--- src/rtl/resv_monitor.sv ---
module resv_monitor #(
  parameter int THREADS   = 4,
  parameter int LINE_BITS = 7,
  parameter int TID_W     = (THREADS > 1) ? $clog2(THREADS) : 1
) (
  input  logic             clk,
  input  logic             rst_n,
  input  logic             req_valid,
  input  logic             req_store,
  input  logic             req_dword,
  input  logic [TID_W-1:0] req_tid,
  input  logic             ra_zero,
  input  logic [63:0]      ra_val,
  input  logic [63:0]      rb_val,
  input  logic [63:0]      rs_val,
  input  logic             so_in,
  input  logic             snoop_valid,
  input  logic [31:0]      snoop_addr,
  input  logic             ctx_clr_valid,
  input  logic [TID_W-1:0] ctx_clr_tid,
  output logic             res_valid,
  output logic [3:0]       res_cr,
  output logic             align_fault,
  output logic             wr_en,
  output logic [31:0]      wr_addr,
  output logic [31:0]      wr_data
);
  localparam int TAG_W = 32 - LINE_BITS;
  localparam logic [1:0] WID_NONE = 2'd0;
  localparam logic [1:0] WID_WORD = 2'd1;
  localparam logic [1:0] WID_DBL  = 2'd2;

  logic [THREADS-1:0] rv;
  logic [TAG_W-1:0]   rtag [THREADS];
  logic [1:0]         rwid [THREADS];

  logic [31:0]      ea;
  logic [TAG_W-1:0] ea_tag, snp_tag;
  logic             is_st, is_lr, misal, snp_kill, ctx_kill, pass;

  assign ea       = (ra_zero ? 32'd0 : ra_val[31:0]) + rb_val[31:0];
  assign ea_tag   = ea[31:LINE_BITS];
  assign snp_tag  = snoop_addr[31:LINE_BITS];
  assign is_st    = req_valid & req_store;
  assign is_lr    = req_valid & ~req_store;
  assign misal    = |ea[1:0];
  assign snp_kill = snoop_valid && (snp_tag == ea_tag);
  assign ctx_kill = ctx_clr_valid && (ctx_clr_tid == req_tid);
  assign pass     = is_st && rv[req_tid] && (rwid[req_tid] == WID_WORD) &&
                    (rtag[req_tid] == ea_tag) && !misal && !snp_kill && !ctx_kill;

  always_ff @(posedge clk) begin
    if (!rst_n) begin
      rv <= '0;
      for (int i = 0; i < THREADS; i++) begin
        rtag[i] <= '0;
        rwid[i] <= WID_NONE;
      end
    end else begin
      for (int i = 0; i < THREADS; i++) begin
        if (snoop_valid && rv[i] && rtag[i] == snp_tag) begin
          rv[i]   <= 1'b0;
          rwid[i] <= WID_NONE;
        end
        if (ctx_clr_valid && ctx_clr_tid == TID_W'(i)) begin
          rv[i]   <= 1'b0;
          rwid[i] <= WID_NONE;
        end
        if (req_valid && req_tid == TID_W'(i)) begin
          if (req_store) begin
            rv[i]   <= 1'b0;
            rwid[i] <= WID_NONE;
          end else begin
            rv[i]   <= 1'b1;
            rtag[i] <= ea_tag;
            rwid[i] <= req_dword ? WID_DBL : WID_WORD;
          end
        end
      end
    end
  end

  always_ff @(posedge clk) begin
    if (!rst_n) begin
      res_valid   <= 1'b0;
      res_cr      <= '0;
      align_fault <= 1'b0;
      wr_en       <= 1'b0;
      wr_addr     <= '0;
      wr_data     <= '0;
    end else begin
      res_valid   <= is_st;
      res_cr      <= {2'b00, pass, is_st & so_in};
      align_fault <= is_st & misal;
      wr_en       <= pass;
      wr_addr     <= is_st ? ea : 32'd0;
      wr_data     <= pass ? rs_val[31:0] : 32'd0;
    end
  end


  store_clears_chk: assert property (@(posedge clk) disable iff (!rst_n)
    is_st |=> !rv[$past(req_tid)]);

  write_aligned_chk: assert property (@(posedge clk) disable iff (!rst_n)
    wr_en |-> (!align_fault && wr_addr[1:0] == 2'b00));

  cr_lt_gt_zero_chk: assert property (@(posedge clk) disable iff (!rst_n)
    res_valid |-> (res_cr[3:2] == 2'b00 && res_cr[0] == $past(so_in)));

  snoop_forces_fail_chk: assert property (@(posedge clk) disable iff (!rst_n)
    (is_st && snoop_valid && snp_tag == ea_tag) |=> !wr_en);

  dword_never_passes_chk: assert property (@(posedge clk) disable iff (!rst_n)
    (is_st && rwid[req_tid] == WID_DBL) |=> !wr_en);

  idle_quiet_chk: assert property (@(posedge clk) disable iff (!rst_n)
    !is_st |=> (!res_valid && !wr_en));
endmodule

--- config.mk ---
export PLATFORM = sky130hd
export DESIGN_NAME = resv_monitor
export DESIGN_NICKNAME = d
export VERILOG_FILES = /design/src/rtl/resv_monitor.sv
export SDC_FILE = /design/constraint.sdc
export NUM_CORES = 1
export LEC_CHECK = 0
export ABC_AREA = 1
export BUFFER_PORTS_ARGS = -buffer_cell sky130_fd_sc_hd__buf_2
export CORE_AREA = 2 2 146 148
export DETAILED_ROUTE_END_ITERATION = 10
export DIE_AREA = 0 0 148 150
export PLACE_DENSITY = 0.85
export SETUP_SLACK_MARGIN = 0.15
export SYNTH_ARGS = -nofsm -noshare
export SYNTH_HDL_FRONTEND = slang
export SYNTH_SLANG_ARGS = --single-unit
--- constraint.sdc ---
create_clock -name clk -period 8.9 [get_ports clk]
set_input_delay 1.78 -clock clk [delete_from_list [all_inputs] [get_ports clk]]
set_output_delay 1.78 -clock clk [all_outputs]
set_load 0.01 [all_outputs]
==> run metrics <==
vias per cell between 5 and 6; largest net degree at the start of global routing 34; Worst path most repeated cell nor2_1; XOR/XNOR Fraction of Synth Area roughly 3.2%; Tcrit/Tclk final 59.3%; DIE HEIGHT roughly 150 um; LEAKAGE slightly above 7 nW; Initial Utilization 56.9%; RSZ-0062 raised after global routing no; max-slew violations 0; # DRC 0; Antenna Nets Post-Route 0; GR Util All Layers approximately a third; predominant post-synthesis flop cell edfxtp_1; initial antenna violation count 1; global route overflow 0; drt wl/cell around 17 um; Top Layer Used met4; Setup crit end kind flip-flop; row count 53; Clock Path Buffers 2; CTS root buffer clkbuf_16; FMAX between 150 and 200 MHz; Worst Skew approximately 0.014 ns; global-route wire length before repair 56.3 mm; Slowest-stage cell, CP fa_1; CP max stage delay ~0.52 ns; WP data arrival ~5.7 ns; total die area around 22,000 um^2; final setup fails 0; Syn-to-layout area delta 16.1%; Yosys top cell by area edfxtp_1; hold_buf cts 0; core box area roughly 21,000 um^2; synth top area cells edfxtp_1, nand2_1, dfxtp_1, nor2_1, inv_1; CP Class input pin to flip-flop; die width 148 um; yosys warns 0; reg-to-reg startpoint rtag[3][1]; Critical path origin ra_zero; Final nets around 2.1k; pwr dens around 170 nW/um^2; final wirelength around 37 mm; Area after DPL approximately 13,000 um^2; PortBufs roughly 200; post-synth cell types 50; CP Launch Type input pin; # IOs 308; delay-heaviest family, CP simple AND/OR/NAND/NOR gates; Max H-tree Level 4; layout cells sized above 1 between 10% and 20%; HP Class flip-flop to flip-flop; DR vias around 12k; Mapped Cells roughly 1.7k; Simple-Gate Fraction of Synth Area 36.1%; crit-path max FO 33; commonest non-fill, non-tap cell in the layout nand2_1; Synth Cell Area between 10,000 and 15,000 um^2; CTS tree done; Rel. slew slack 27.7%; Iter 0 DRT Violations between 1k and 1.5k; Slew @ Worst Pin 1.08 ns; final instance area 13,700 um^2; TNS Setup 0 ns; hpwl dp roughly 28 mm; syn_area_per_cell 6.96 um^2; number of global-route vias before repair 11.1k; top-area cell type share of the netlist area between 20 and 30%; CP required between 9 and 10 ns; largest family of logic cells by synthesized area simple AND/OR/NAND/NOR gates; Seq/Total Area, Yosys 39.8%; Compound-Gate Fraction of Synth Area 6.34%; post-synthesis async set-or-reset flop share 0%; drt first pass iters 6; TritonCTS Buffers 17; WP buf/inv 2; post-synthesis mux area share 0%; VDD IR max 0.145 mV; setup repair bufs after CTS 0; fill cell count 1,797; leading cell types in the layout, fill and taps excluded nand2_1, nor2_1, inv_1; EDFF count, synth 108; met1 wire length 14.2 mm; post-CTS sizing 0; Clock transition at path regs 0.09 ns; Clock Latency Late Sink ~0.46 ns; minimum clock period 5.28 ns; met2 WL 17.1 mm; RePlAce Congestion 0.969; CTS Sinks 180; wire length on met3 approximately 4.5 mm; worst path cell trace buf_2 > nor2_1 > ha_1 > fa_1 > nor2_1 > nand2_1 > a21oi_1 > nand3_1 > nor2_1 > nand2_1 > inv_1 > nand2_1 > nor2_1 > nand2_1 > nor2_1 > nand2_1 > nor2_1 > nand2_1 > nor2_2 > nand2_2 > nor2_1; maxcap violations 0; status completed; Adder-Cell Fraction of Synth Area under 10%; Final Hold Vio Count 0; Yosys reg bits 180; HP Start rv[2]
per-stage QoR:
stage	hold WS, ns	setup WS (ns)	cells	total power, mW	utilization [%]
final	0.497	3.62	2169	2.31	66.1
after floorplan	0.456	4.26	1692	1.30	-
after global placement	0.470	3.32	2135	1.45	62.9
after detailed placement	0.478	3.21	2135	1.46	62.9
after global routing	0.525	3.30	2168	2.39	66.1
after CTS	0.490	3.68	2167	2.29	66.1
flip-flops by register name, indices dropped and copies added, names as in the netlist:
signal	flops
rtag	100
rwid	8
wr_addr	32
align_fault	1
res_valid	1
res_cr	2
rv	4
wr_data	32
final timing paths:
kind	to	slack, ns	cells past startpoint
setup / recovery	wr_data[1]	3.62	21
setup reg to reg	wr_data[1]	6.17	17
hold / removal	rv[2]	0.50	2
hold reg to reg	rv[2]	0.50	2
synthesized netlist by cell type (4+ instances only):
cell type and n:
nand2_1 401, nor2_1 328, nand4_1 17, nor3b_1 4, inv_2 4, inv_1 285, buf_6 4, o21ai_0 31
a21oi_1 34, dfxtp_1 72, xor2_1 30, edfxtp_1 108, nor3_1 25, nand2_2 32, nor4_1 8, a22oi_1 6
o2111ai_1 4, buf_4 10, xnor2_1 11, nand3_1 112, ha_1 31, or2_2 6, clkbuf_1 25, nand3b_1 17
a221oi_1 12, nor2_2 24, o22ai_1 13
logic make-up (layout without fill, tap and decap cells):
kind of cell,after synthesis,in the layout
simple gates,988,988
flops,180,180
compound gates,119,119
other cells,1,4
buf+inv,329,529
xor+xnor,42,42
fa+ha+maj,32,32
tightest hold or removal path, cell delays in order, from the launching register on:
cell and delay [ns]:
dfxtp_1 0.33, inv_1 0.05, o21ai_0 0.07
layout make-up:
cell class / count / area [um^2] / area share, %
multi-input cells: 1183 / 5840 / 42.7
flip-flops and latches: 180 / 4680 / 34.3
inverters: 289 / 1080 / 7.93
repair buffers: 208 / 1060 / 7.72
clock buffers: 17 / 425 / 3.11
well taps: 275 / 344 / 2.52
clock inverters: 15 / 236 / 1.73
diodes: 2 / 5.00 / 0.0366
power breakdown:
group / leakage [nW] / switching, mW / internal (mW)
sequential: 1.63 / 0.0249 / 0.926
clock: 0.320 / 0.433 / 0.409
combinational: 5.12 / 0.355 / 0.160
layer usage:
metal	up-vias	global-route usage (%)
met4	0	16.9
met1	5336	41.7
met3	124	6.43
met2	772	55.1
li1	5707	-
met5	-	0
Note: power is estimated with default switching activity, not from simulation.
